--- src/rtl/cfg_crc_pkg.sv ---
package cfg_crc_pkg;
  typedef struct packed {
    logic clear;
    logic feed;
    logic capHi;
    logic capLo;
    logic finish;
  } crcCtrl_t;
endpackage

--- src/rtl/cfg_crc_ctrl.sv ---
module cfg_crc_ctrl
  import cfg_crc_pkg::*;
#(
  parameter int ADDR_W   = 8,
  parameter int DATA_END = 'h4D,
  parameter int HI_ADDR  = 'h4E,
  parameter int LO_ADDR  = 'h4F
) (
  input  logic              clk,
  input  logic              rstN,
  input  logic              startPulse,
  input  logic              byteValid,
  input  logic [ADDR_W-1:0] byteAddr,
  input  logic              fetchEnd,
  output crcCtrl_t          ctrl
);
  logic sessionOn;
  logic take;

  assign take = sessionOn && byteValid && !startPulse;

  always_comb begin
    ctrl        = '0;
    ctrl.clear  = startPulse;
    ctrl.feed   = take && (int'(byteAddr) <= DATA_END);
    ctrl.capHi  = take && (int'(byteAddr) == HI_ADDR);
    ctrl.capLo  = take && (int'(byteAddr) == LO_ADDR);
    ctrl.finish = ctrl.capLo;
  end

  always_ff @(posedge clk or negedge rstN) begin
    if (!rstN) sessionOn <= 1'b0;
    else if (startPulse) sessionOn <= 1'b1;
    else if (fetchEnd || ctrl.finish) sessionOn <= 1'b0;
  end
endmodule

--- src/rtl/cfg_crc_datapath.sv ---
module cfg_crc_datapath
  import cfg_crc_pkg::*;
#(
  parameter int              CRC_W  = 10,
  parameter logic [CRC_W-1:0] POLY  = 10'h009,
  localparam int             LO_W   = CRC_W - 8
) (
  input  logic             clk,
  input  logic             rstN,
  input  crcCtrl_t         ctrl,
  input  logic [7:0]       byteData,
  output logic [CRC_W-1:0] crcValue,
  output logic [CRC_W-1:0] storedCrc,
  output logic             crcMatch,
  output logic             checkDone
);
  logic [CRC_W-1:0] crcReg, crcNext;
  logic [7:0]       hiReg;
  logic [LO_W-1:0]  loReg;

  always_comb begin
    crcNext = crcReg;
    for (int b = 7; b >= 0; b--) begin
      if (crcNext[CRC_W-1] ^ byteData[b])
        crcNext = {crcNext[CRC_W-2:0], 1'b0} ^ POLY;
      else
        crcNext = {crcNext[CRC_W-2:0], 1'b0};
    end
  end

  always_ff @(posedge clk or negedge rstN) begin
    if (!rstN) begin
      crcReg    <= '0;
      hiReg     <= '0;
      loReg     <= '0;
      crcMatch  <= 1'b0;
      checkDone <= 1'b0;
    end else begin
      checkDone <= ctrl.finish;
      if (ctrl.clear) begin
        crcReg   <= '0;
        hiReg    <= '0;
        loReg    <= '0;
        crcMatch <= 1'b0;
      end else begin
        if (ctrl.feed)  crcReg <= crcNext;
        if (ctrl.capHi) hiReg  <= byteData;
        if (ctrl.capLo) loReg  <= byteData[7:8-LO_W];
        if (ctrl.finish)
          crcMatch <= (crcReg == {hiReg, byteData[7:8-LO_W]});
      end
    end
  end

  assign crcValue  = crcReg;
  assign storedCrc = {hiReg, loReg};
endmodule

--- src/rtl/cfg_crc_check.sv ---
module cfg_crc_check
  import cfg_crc_pkg::*;
#(
  parameter int ADDR_W = 8,
  parameter int CRC_W  = 10
) (
  input  logic              clk,
  input  logic              rstN,
  input  logic              startPulse,
  input  logic              byteValid,
  input  logic [7:0]        byteData,
  input  logic [ADDR_W-1:0] byteAddr,
  input  logic              fetchEnd,
  output logic [CRC_W-1:0]  crcValue,
  output logic [CRC_W-1:0]  storedCrc,
  output logic              crcMatch,
  output logic              checkDone
);
  crcCtrl_t ctrl;

  cfg_crc_ctrl #(.ADDR_W(ADDR_W)) ctrl_i (
    .clk(clk), .rstN(rstN), .startPulse(startPulse), .byteValid(byteValid),
    .byteAddr(byteAddr), .fetchEnd(fetchEnd), .ctrl(ctrl)
  );

  cfg_crc_datapath #(.CRC_W(CRC_W)) dp_i (
    .clk(clk), .rstN(rstN), .ctrl(ctrl), .byteData(byteData),
    .crcValue(crcValue), .storedCrc(storedCrc), .crcMatch(crcMatch),
    .checkDone(checkDone)
  );
endmodule

--- config.mk ---
export PLATFORM = sky130hd
export DESIGN_NAME = cfg_crc_check
export DESIGN_NICKNAME = d
export VERILOG_FILES = /design/src/rtl/cfg_crc_pkg.sv /design/src/rtl/cfg_crc_ctrl.sv /design/src/rtl/cfg_crc_datapath.sv /design/src/rtl/cfg_crc_check.sv
export SDC_FILE = /design/constraint.sdc
export NUM_CORES = 1
export LEC_CHECK = 0
export ABC_CLOCK_PERIOD_IN_PS = 4400
export BUFFER_PORTS_ARGS = -buffer_cell sky130_fd_sc_hd__buf_4
export CORE_ASPECT_RATIO = 0.7
export CORE_MARGIN = 3
export CORE_UTILIZATION = 50
export CTS_BUF_LIST = sky130_fd_sc_hd__clkbuf_8
export CTS_CLUSTER_SIZE = 10
export DETAILED_ROUTE_END_ITERATION = 7
export HOLD_SLACK_MARGIN = 0.08
export PLACE_DENSITY = 0.83
export SETUP_SLACK_MARGIN = 0.05
export SLEW_MARGIN = 30
export SYNTH_ARGS = -nofsm -noshare
export SYNTH_HDL_FRONTEND = slang
export SYNTH_HIERARCHICAL = 1
export SYNTH_SLANG_ARGS = --single-unit
--- constraint.sdc ---
create_clock -name clk -period 4.4 [get_ports clk]
set_input_delay 0.44 -clock clk [delete_from_list [all_inputs] [get_ports clk]]
set_output_delay 0.44 -clock clk [all_outputs]
set_load 0.01 [all_outputs]
==> impl_results.md, run 1 <==
* Yosys cell types at 21
* Reg2reg end: dp_i/crcMatch
* Layout cell share with drive strength beyond 1 at a little under a third
* Ratio of final minimum period to clock period at a little over two fifths
* Critical path class: primary input to register
* TritonCTS clock tree: yes
* Deepest level of the CTS H-tree at 1
* Final core utilization at a little under three quarters
* Area growth from synthesis to layout at 31.6%
* Reg2Reg Depth at 6
* Global Route met2 Usage at 32.7%
* GRT Total Usage at 19.6%
* Number of inserted filler cells in the final layout at about 170
* Via count of the first global-routing pass at just over 900
* Clock Latency Late Sink at around 260 ps
* Number of nets in the layout at around 180
* Proportion of synthesized chip area in sequential cells at a little under half
* Worst min-delay path endpoint: dp_i/hiReg[3]
* Most utilized layer in the global route result: met2
* Routing usage on met1 at about 27%
* Root cell of the clock tree: clkbuf_8
* Largest fanout on the critical path at 24
* Number of instances in the synthesized netlist at ~110
* Hold-critical path depth at 3
* TritonCTS buffer count at 3
* Setup violation total in the final timing report at 0
* Total nets after synthesis at between 100 and 150
* Clock sink total at 23
* Detailed-routing iteration count for the pre-antenna-repair pass at 4
* Combinational family with the most area after synthesis: XOR/XNOR gates
* Area used by sequential logic in the layout at 576 um2
* Pin count of the biggest net entering global routing at 25
* ANT cells at 0
* Worst min-delay path category: primary input to register
* Type of element capturing the critical path: register
* Fraction of the mapped netlist area in adder cells at 0%
* Effective utilization at floorplan at a little over half
* Worst reg2reg setup slack at between 2000 and 3000 ps
* Max-slew headroom at the worst pin at between 60% and 70%
* Highest achievable clock rate at ~520 MHz
* Critical path origin: startPulse
* VDD IR max at around 0.16 mV
* Nature of the critical path startpoint: primary input
* Core region area at 0.00222 mm2
* Die X-Extent at approximately 65 um
* Leakage power at 0.744 nW
* Post-detailed-route wirelength per cell at ~15 um
* Die Outline Area at 0.00306 mm2
* Register bit total from synthesis at 23
* Vias after detailed routing at 969
* Avg Cell Area, Syn at around 11 um2
* Portion of netlist area occupied by mux cells at about 9.9%
* Outcome: complete, no violations
* Std-Cell Rows at 14
* Placed Area at between 0.0015 and 0.002 mm2
* Floorplan die height at ~47 um
* Hold Violations, Final at 0
* Initial antenna violation count at 0
* Setup Total Neg Slack at 0 ps
* Simple-gate portion of the synthesized area at a little over an eighth
* Count of input and output buffers at 42
* Aggregate global routing overflow at 0
* Worst reg2reg path startpoint: ctrl_i/sessionOn
* Final RePlAce weighted congestion at 0.780
* Global-route wire length before repair at 4430 um
* Compound-cell area share of the yosys netlist at approximately 7.4%
* Number of antenna-violating nets in the routed design at 0
* RSZ-0062 raised after global routing: no
* Max-cap violations at 0
* Post-Layout Inst Area at around 0.0016 mm2
* Max-slew violations at 0
* Sum of internal, switching and leakage power at between 400 and 500 uW
* Dpl hpwl at approximately 2100 um
* Number of DRC violations after detailed routing at 0
* Clock transition time at the flip-flop clock pins of the worst setup and hold paths at ~80 ps
* Synth Cell Area at 0.00121 mm2
* Power density normalized to cell area at around 260 mW/mm2
* Data required, critical path at about 4600 ps
* Worst Path Arrival at between 2000 and 2500 ps
* Min Clock Period, post-route at just under 2000 ps
* Hold Crit Start: byteData[3]
* Clock skew at 2.66 ps
* Met3 usage at between 4 and 5%
* Combined area of the multi-input logic cells at between 500 and 600 um2
* Cts repair resizes at 0
* Number of buffers on the longest clock path at 2
* Synthesized-area fraction occupied by xor and xnor cells at 18.8%
* Initial detailed-routing violation count at 57
* Detailed-route wire length at ~2800 um
* Worst-Margin Slew at approximately 520 ps
* Top-level I/O count at 43
* Vias/cell at ~5.2
* Count of warnings emitted by yosys at 6
==> power breakdown <==
group / total, mW / internal (mW) / switching, mW
logic: 0.0649 / 0.0333 / 0.0316
clock network: 0.128 / 0.0623 / 0.0656
registers: 0.219 / 0.215 / 0.00455
==> metal layers <==
layer / vias up / wire [um]
li1: 463 / -
met1: 473 / 1370
met2: 33 / 1290
met3: 0 / 172
met4: 0 / 0
met5: - / 0
==> worst max-delay path by stage <==
stage	endpoint	slack, ps
floorplan	dp_i/hiReg[4]	2540
global placement	dp_i/hiReg[7]	2280
detailed placement	dp_i/crcMatch	2210
CTS	dp_i/crcMatch	2490
global route	dp_i/crcMatch	2290
finish	dp_i/crcMatch	2470
==> cell type report <==
class	count	share of cell area, %
timing repair buffer	44	20.9
clock buffer	3	2.59
sequential	23	36.1
tap	32	2.51
clock inverter	1	0.236
multi-input combinational	83	37.6
==> state kept, by name (all words and copies together) (netlist names) <==
register,flops
dp_i/hiReg,8
ctrl_i/sessionOn,1
dp_i/crcValue,10
dp_i/crcMatch,1
dp_i/checkDone,1
dp_i/loReg,2
==> synthesized netlist by cell type, drive strengths merged <==
master	instances	share of area [%]
dfrtp	23	48
nor2	23	7.1
xnor2	18	13
mux2i	12	9.9
a211oi	8	5.4
xor2	8	5.8
buf	4	2.0
clkbuf	3	0.93
and4bb	2	2.1
nand2	2	0.62
nand3	2	0.83
nand4	2	1.0
a21boi	1	0.62
nor2b	1	0.52
nor3b	1	0.62
nor4	1	0.52
o22a	1	0.72
o41ai	1	0.72
==> metrics by stage <==
stage	std cells	setup WS, ps	hold slack [ps]
2_1_floorplan	113	2540	144
5_1_grt	186	2290	465
3_5_place_dp	181	2210	351
4_1_cts	186	2490	449
6_report	186	2470	449
3_3_place_gp	181	2280	351
==> cell usage in the layout (no fill, tap or decap) <==
cell	n
nor3b_1	1
a21boi_1	1
a211oi_2	1
o41ai_1	1
buf_4	43
mux2i_1	12
nor2b_1	1
a211oi_1	7
xnor2_1	18
and4bb_1	2
nand3_1	2
o22a_1	1
nand2_1	2
dlygate4sd3_1	1
inv_1	1
nand4_1	2
nor4_1	1
clkbuf_8	3
xor2_1	8
dfrtp_1	23
nor2_1	23
==> cells by family after synthesis <==
family,after synthesis
buffers and inverters,7
multiplexers,12
AO/OA/AOI/OAI,11
AND/OR/NAND/NOR,34
XOR/XNOR,26
flip-flops,23
==> worst max-delay path: stages <==
cell and delay, ps:
buf_4 190, and4bb_1 300, nand4_1 160, nor2_1 380, nor3b_1 250, nand4_1 120
o41ai_1 250
==> timing repair <==
action / CTS / global route
endpoints found under the hold margin: 23 / 0
setup endpoints to repair: 0 / 0
hold buffers: 1 / 0
buffers inserted: 0 / 0
Power figures use the tool's default switching activity.
==> run 2: changes to the inputs <==
ABC_AREA = 1   (was not set)
ABC_CLOCK_PERIOD_IN_PS = 1600   (was 4400)
CORE_UTILIZATION = 47   (was 50)
PLACE_DENSITY = 0.81   (was 0.83)
clock period = 1.6 ns   (was 4.4 ns; I/O delays follow)
==> impl_results.md, run 2 <==
* Outcome: complete, no violations
* Ratio of final minimum period to clock period at between 80 and 90%
* Clock group share of total power at 31.7% (+0.7 points)
* Worst hold slack after final layout at 104 ps (-344 ps)
* Vias after detailed routing at 1,261 (+30%)
* Cell accounting for the most synthesized area: dfrtp_1
* Count of input and output buffers at 42 (unchanged)
* Cell Int Power at 851 uW (+170%)
* Combinational family with the most area after synthesis: simple AND/OR/NAND/NOR gates
* RSZ-0062 raised after global routing: yes
* Number of antenna-violating nets in the routed design at 0 (unchanged)
* TritonCTS clock tree: yes
* Global-route wire length before repair at 5890 um (+33%)
* Critical path cell sequence: nand2_1 -> nor2_2 -> nand2_1 -> a21oi_1 -> inv_1 -> nor2_2 -> inv_1 -> o22ai_2
* Switching power total at 315 uW (+210%)
* Critical path class: register to register
* Simple-gate portion of the synthesized area at 24.7% (+11 points)
* Hold Crit Start: startPulse
* Register bit total from synthesis at 23 (unchanged)
* Max FFs per register at 10 (unchanged)
* Worst min-delay path category: primary input to register
* Top cells by area in the synthesized netlist: dfrtp_1 43%, nand2_1 12%, xnor2_1 7.9%
* Share of flip-flops with an asynchronous set or reset after synthesis at 100% (unchanged)
* Crit path capture: dp_i/crcValue[2]
* Clock Latency Late Sink at 270 ps (about the same)
* Total nets after synthesis at 193 (+44%)
* Number of nets in the layout at 239 (+36%)
* Setup Total Neg Slack at 0 ps (unchanged)
* Reg2Reg Depth at 8 (+2)
* Commonest cells after routing, fill and taps aside: 43 x buf_4, 42 x nand2_1, 25 x inv_1
* Floorplan die height at 50.5 um (+7.0%)
* Largest fanout on the critical path at 8 (-67%)
* Number of DRC violations after detailed routing at 0 (unchanged)
* Type of element capturing the critical path: register
* Reg2reg end: dp_i/crcValue[2]
* Placement-stage worst setup slack at 242 ps (-1970 ps)
* Worst reg2reg setup slack at 200 ps (-2380 ps)
* VDD IR max at 0.499 mV (+210%)
* Via count of the first global-routing pass at 1,208 (+32%)
* Nature of the critical path startpoint: register
* # placed instances at 246 (+36%)
* Final worst slack at 204 ps (-2270 ps)
* Part of the total power dissipated in combinational logic at 17.0% (+1.2 points)
* Clock skew at 4.03 ps (+1.37 ps)
* TritonCTS buffer count at 3 (unchanged)
* Max-cap violations at 0 (unchanged)
* Detailed-route wire length at 3570 um (+26%)
* Placed Area at 0.00167 mm2 (+8.8%)
* ANT cells at 0 (unchanged)
* Slowest-stage cell, CP: dfrtp_1
* Effective utilization at floorplan at 51.6% (-2.8 points)
* Deepest level of the CTS H-tree at 1 (unchanged)
* Max-slew violations at 0 (unchanged)
* Clock transition time at the flip-flop clock pins of the worst setup and hold paths at 80 ps (about the same)
* Number of inserted filler cells in the final layout at 197 (+17%)
* Layout cell share with drive strength beyond 1 at 31.3% (+0.82 points)
* Highest achievable clock rate at around 720 MHz
* Number of buffers on the longest clock path at 2 (unchanged)
* Std-Cell Rows at 15 (+1)
* Synthesized-area fraction occupied by xor and xnor cells at 11.8% (-7.0 points)
* Post-Layout Inst Area at 0.00174 mm2 (+9.3%)
* Share of the synthesized area in the top cell type at 43.4% (-4.2 points)
* Worst Path Arrival at 1580 ps (-510 ps)
* Sequential power share at 51.3% (-1.9 points)
* Pin count of the biggest net entering global routing at 24 (-4.0%)
* Min Clock Period, post-route at 1400 ps
* Die X-Extent at 69.5 um (+7.3%)
* Core region area at 0.00257 mm2 (+16%)
* Top-level I/O count at 43 (unchanged)
* Fraction of the mapped netlist area in adder cells at 0% (unchanged)
* Compound-cell area share of the yosys netlist at 9.61% (+2.2 points)
* Post-detailed-route wirelength per cell at 14.2 um (-6.6%)
* Hold Violations, Final at 0 (unchanged)
* Count of warnings emitted by yosys at 6 (unchanged)
* Detailed-routing iteration count for the pre-antenna-repair pass at 4 (unchanged)
* Yosys cell types at 21 (unchanged)
* Leakage power at 0.869 nW (+17%)
* Synth top cells by count: 42 x nand2_1, 26 x inv_1, 23 x dfrtp_1
* Number of instances in the synthesized netlist at 172 (+52%)
* Number of flops mapped to enable cells by yosys at 0 (unchanged)
* Max-slew headroom at the worst pin at 70.6% (+5.5 points)
* Area growth from synthesis to layout at 31.2%
* Power density normalized to cell area at 670 mW/mm2 (+160%)
* Primary FF master, synth: dfrtp_1
* GRT Total Usage at 21.5% (+1.9 points)
* Data required, critical path at 1790 ps (-2770 ps)
* Commonest non-fill, non-tap cell in the layout: buf_4
* Most numerous cell in the Yosys netlist: nand2_1
* Dpl hpwl at 2620 um (+23%)
* Largest stage delay on the critical path at 350 ps (-30 ps)
* Root cell of the clock tree: clkbuf_8
* Synth Cell Area at 0.00133 mm2 (+9.7%)
* Initial antenna violation count at 0 (unchanged)
* Initial detailed-routing violation count at 70 (+23%)
* Worst reg2reg path startpoint: ctrl_i/sessionOn
* Switching share of total power at 27.0% (+2.3 points)
* Setup violation total in the final timing report at 0 (unchanged)
* Hold-critical path depth at 2 (-1)
* Aggregate global routing overflow at 0 (unchanged)
* Critical path origin: ctrl_i/sessionOn
* Worst-Margin Slew at 437 ps (-85.0 ps)
* Avg Cell Area, Syn at 7.72 um2 (-28%)
* Final RePlAce weighted congestion at 0.854 (+9.4%)
* Clock sink total at 23 (unchanged)
* Non-filler cells, final at 251 (+35%)
* Proportion of synthesized chip area in sequential cells at 43.4% (-4.2 points)
* Die Outline Area at 0.00351 mm2 (+15%)
* Vias/cell at 5.02 (-3.6%)
* Portion of netlist area occupied by mux cells at 0% (-9.9 points)
## run 2: worst max-delay path, delay by kind of cell (launching register included)
kind	cells	cell delay, ps
AOI/OAI and AO/OA	2	290
buffers and inverters	2	270
and+or+nand+nor	4	400
DFF	1	350
## run 2: power groups by stage
stage | clock network, mW | registers (mW) | logic [mW]
finish | 0.370 | 0.598 | 0.198
global route | 0.393 | 0.600 | 0.218
CTS | 0.377 | 0.598 | 0.196
detailed placement | 0 | 0.610 | 0.191
global placement | 0 | 0.609 | 0.186
floorplan | 0 | 0.611 | 0.0992
## run 2: stage by stage
| step | power [mW] | utilization [%] |
|---|---|---|
| global placement | 0.795 | 65.1 |
| floorplan | 0.710 | - |
| detailed placement | 0.801 | 65.1 |
| CTS | 1.17 | 67.3 |
| global route | 1.21 | 67.7 |
| finish | 1.17 | 67.7 |
## run 2: cell type report
type | count | area [um2] | area share (%)
multi-input cells | 114 | 624 | 35.8
flip-flops and latches | 23 | 576 | 33.0
repair buffers | 44 | 333 | 19.1
inverters | 32 | 120 | 6.90
well taps | 34 | 42.5 | 2.44
clock buffers | 3 | 41.3 | 2.37
clock inverters | 1 | 5.00 | 0.287
## run 2: cell families after synthesis
logic type             after synthesis
XOR/XNOR                            17
flip-flops                          23
AO/OA/AOI/OAI                       23
buffers and inverters               35
AND/OR/NAND/NOR                     74
## run 2: timing repair
action	CTS	global route
endpoints found under the setup margin	0	2
setup buffers	0	0
hold buffers	1	0
resized for setup	0	4
hold endpoints to repair	23	0
## run 2: per-layer routing
layer / vias up / global-route usage, % / part of all wire, %
met4: 0 / 5.19 / 1.1
met1: 577 / 27.8 / 43
met3: 4 / 7.40 / 8.3
li1: 621 / - / -
met2: 59 / 35.0 / 48
met5: - / 0 / 0
## run 2: how the worst min path moves through the flow
stage,endpoint,slack [ps]
after detailed placement,dp_i/hiReg[5],80
after global placement,dp_i/hiReg[5],70
after floorplan,ctrl_i/sessionOn,-140
final,dp_i/crcMatch,100
after CTS,dp_i/crcMatch,120
after global routing,dp_i/crcMatch,110
==> run 3: changes to the inputs <==
CORE_MARGIN = not set   (was 3)
==> impl_results.md, run 3 (same netlist as run 2, synthesis figures left out) <==
* Global-route wire length before repair at 5310 um (-9.9%)
* Number of inserted filler cells in the final layout at 213 (+8.1%)
* Commonest non-fill, non-tap cell in the layout: buf_4
* Area growth from synthesis to layout at 30.2%
* TritonCTS clock tree: yes
* Die Outline Area at 0.00304 mm2 (-13%)
* Nature of the critical path startpoint: register
* Ratio of final minimum period to clock period at 87.5% (+0.27 points)
* Worst reg2reg path startpoint: ctrl_i/sessionOn
* Post-Layout Inst Area at 0.00173 mm2 (-0.79%)
* Type of element capturing the critical path: register
* Sum of internal, switching and leakage power at 1.15 mW (-1.2%)
* Hold Crit Start: startPulse
* Worst hold slack after final layout at 111 ps (+6.78 ps)
* Root cell of the clock tree: clkbuf_8
* TritonCTS buffer count at 3 (unchanged)
* Vias/cell at 5.06 (+0.79%)
* ANT cells at 0 (unchanged)
* Top-level I/O count at 43 (unchanged)
* Non-filler cells, final at 251 (unchanged)
* Placed Area at 0.00167 mm2 (unchanged)
* Slowest-stage cell, CP: dfrtp_1
* Max-slew headroom at the worst pin at 65.9% (-4.7 points)
* VDD IR max at 0.452 mV (-9.4%)
* Leakage power at 0.873 nW (+0.46%)
* Detailed-route wire length at 3250 um (-8.9%)
* Setup Total Neg Slack at 0 ps (unchanged)
* Data required, critical path at 1800 ps (about the same)
* Count of input and output buffers at 42 (unchanged)
* Highest achievable clock rate at 714 MHz (-0.30%)
* Floorplan die height at 46.5 um (-7.9%)
* Reg2reg end: dp_i/crcMatch
* # placed instances at 246 (unchanged)
* Core region area at 0.00257 mm2 (unchanged)
* Setup violation total in the final timing report at 0 (unchanged)
* Commonest cells after routing, fill and taps aside: 43 x buf_4, 42 x nand2_1, 26 x inv_1
* Number of antenna-violating nets in the routed design at 0 (unchanged)
* Hold-critical path depth at 2 (unchanged)
* Max FFs per register at 10 (unchanged)
* Std-Cell Rows at 15 (unchanged)
* Worst reg2reg setup slack at 200 ps (about the same)
* Die X-Extent at 65.5 um (-5.8%)
* Critical path cell sequence: nand2_1 -> nor2_2 -> nand3_1 -> inv_1 -> inv_1 -> nor2_1 -> nand2_1 -> nor2_1 -> nand3_1 -> a21oi_1
* Worst-Margin Slew at 507 ps (+70.0 ps)
* Detailed-routing iteration count for the pre-antenna-repair pass at 6 (+2)
* Initial detailed-routing violation count at 59 (-16%)
* Clock transition time at the flip-flop clock pins of the worst setup and hold paths at 80 ps (about the same)
* Power density normalized to cell area at 667 mW/mm2 (-0.37%)
* Dpl hpwl at 2550 um (-2.9%)
* Hold Violations, Final at 0 (unchanged)
* Critical path class: register to register
* Outcome: complete, no violations
* Effective utilization at floorplan at 51.6% (unchanged)
* Deepest level of the CTS H-tree at 1 (unchanged)
* Worst min-delay path endpoint: dp_i/crcMatch
* Pin count of the biggest net entering global routing at 24 (unchanged)
* Number of nets in the layout at 239 (unchanged)
* Max-slew violations at 0 (unchanged)
* Worst Path Arrival at 1600 ps (+20 ps)
* Number of DRC violations after detailed routing at 0 (unchanged)
* Post-detailed-route wirelength per cell at 13.0 um (-8.9%)
* Clock Latency Late Sink at 270 ps (about the same)
* GRT Total Usage at 23.8% (+2.3 points)
* Initial antenna violation count at 0 (unchanged)
* RSZ-0062 raised after global routing: no
* Post-CTS Repair Setup Buffers at 0 (unchanged)
* Critical path origin: ctrl_i/sessionOn
* Aggregate global routing overflow at 0 (unchanged)
* Clock sink total at 23 (unchanged)
* Clock skew at 4.28 ps (+0.247 ps)
* Layout cell share with drive strength beyond 1 at 29.5% (-1.8 points)
* Vias after detailed routing at 1,271 (+0.79%)
* Min Clock Period, post-route at 1400 ps (+4.25 ps)
* Worst min-delay path category: primary input to register
* Number of buffers on the longest clock path at 2 (unchanged)
* Largest stage delay on the critical path at 350 ps (about the same)
* Reg2Reg Depth at 10 (+2)
* Via count of the first global-routing pass at 1,189 (-1.6%)
* Final RePlAce weighted congestion at 0.861 (+0.88%)
* Max-cap violations at 0 (unchanged)
* Largest fanout on the critical path at 4 (-4)
run 3: cell count changes in the layout (fill, tap and decap cells not counted):
| cell | delta |
|---|---|
| a21oi_2 | -1 |
| nor2_1 | +1 |
| a21oi_1 | +1 |
| o22ai_2 | -1 |
| o22ai_1 | +1 |
| clkinv_2 | -1 |
| nor2_2 | -1 |
| inv_1 | +1 |
run 3: what timing repair did:
| item | in CTS | in global routing |
|---|---|---|
| hold buffers | 1 | 0 |
| endpoints found under the hold margin | 23 | 0 |
| endpoints found under the setup margin | 0 | 3 |
| resized for setup | 0 | 1 |
run 3: through the flow:
stage	worst slack, ps	utilization (%)
2_1_floorplan	422	-
3_3_place_gp	308	65.1
3_5_place_dp	215	65.1
4_1_cts	198	67.2
5_1_grt	51.1	67.2
6_report	200	67.2
run 3: critical path: cells and delay by family, from the launching register on:
kind | cells | cell delay (ps)
AOI/OAI and AO/OA | 1 | 130
DFF | 1 | 350
buffers and inverters | 2 | 190
and+or+nand+nor | 7 | 660
run 3: worst max-delay path by stage:
stage / depth (start not counted) / slack (ps) / endpoint
floorplan: 8 / 420 / dp_i/hiReg[0]
global placement: 10 / 310 / dp_i/crcMatch
detailed placement: 10 / 220 / dp_i/crcMatch
CTS: 10 / 200 / dp_i/crcMatch
global route: 10 / 50 / dp_i/crcMatch
finish: 10 / 200 / dp_i/crcMatch
run 3: final cells by class:
| type | count | area (um2) | share of cell area (%) |
|---|---|---|---|
| well taps | 34 | 42.5 | 2.46 |
| repair buffers | 44 | 333 | 19.3 |
| inverters | 32 | 120 | 6.95 |
| clock inverters | 1 | 3.75 | 0.217 |
| multi-input cells | 114 | 612 | 35.4 |
| clock buffers | 3 | 41.3 | 2.39 |
| flip-flops and latches | 23 | 576 | 33.3 |
run 3: power breakdown:
part           switching (mW)  total (mW)  internal, mW
combinational           0.108       0.196        0.0877
clock                   0.187       0.359         0.172
sequential            0.00958       0.598         0.588
run 3: routing by layer:
layer,wire [um],GRT usage (%),vias up
met5,0,0,-
met4,24,5.22,0
met3,195,5.94,4
met2,1480,37.7,44
met1,1550,33.1,601
li1,-,-,622
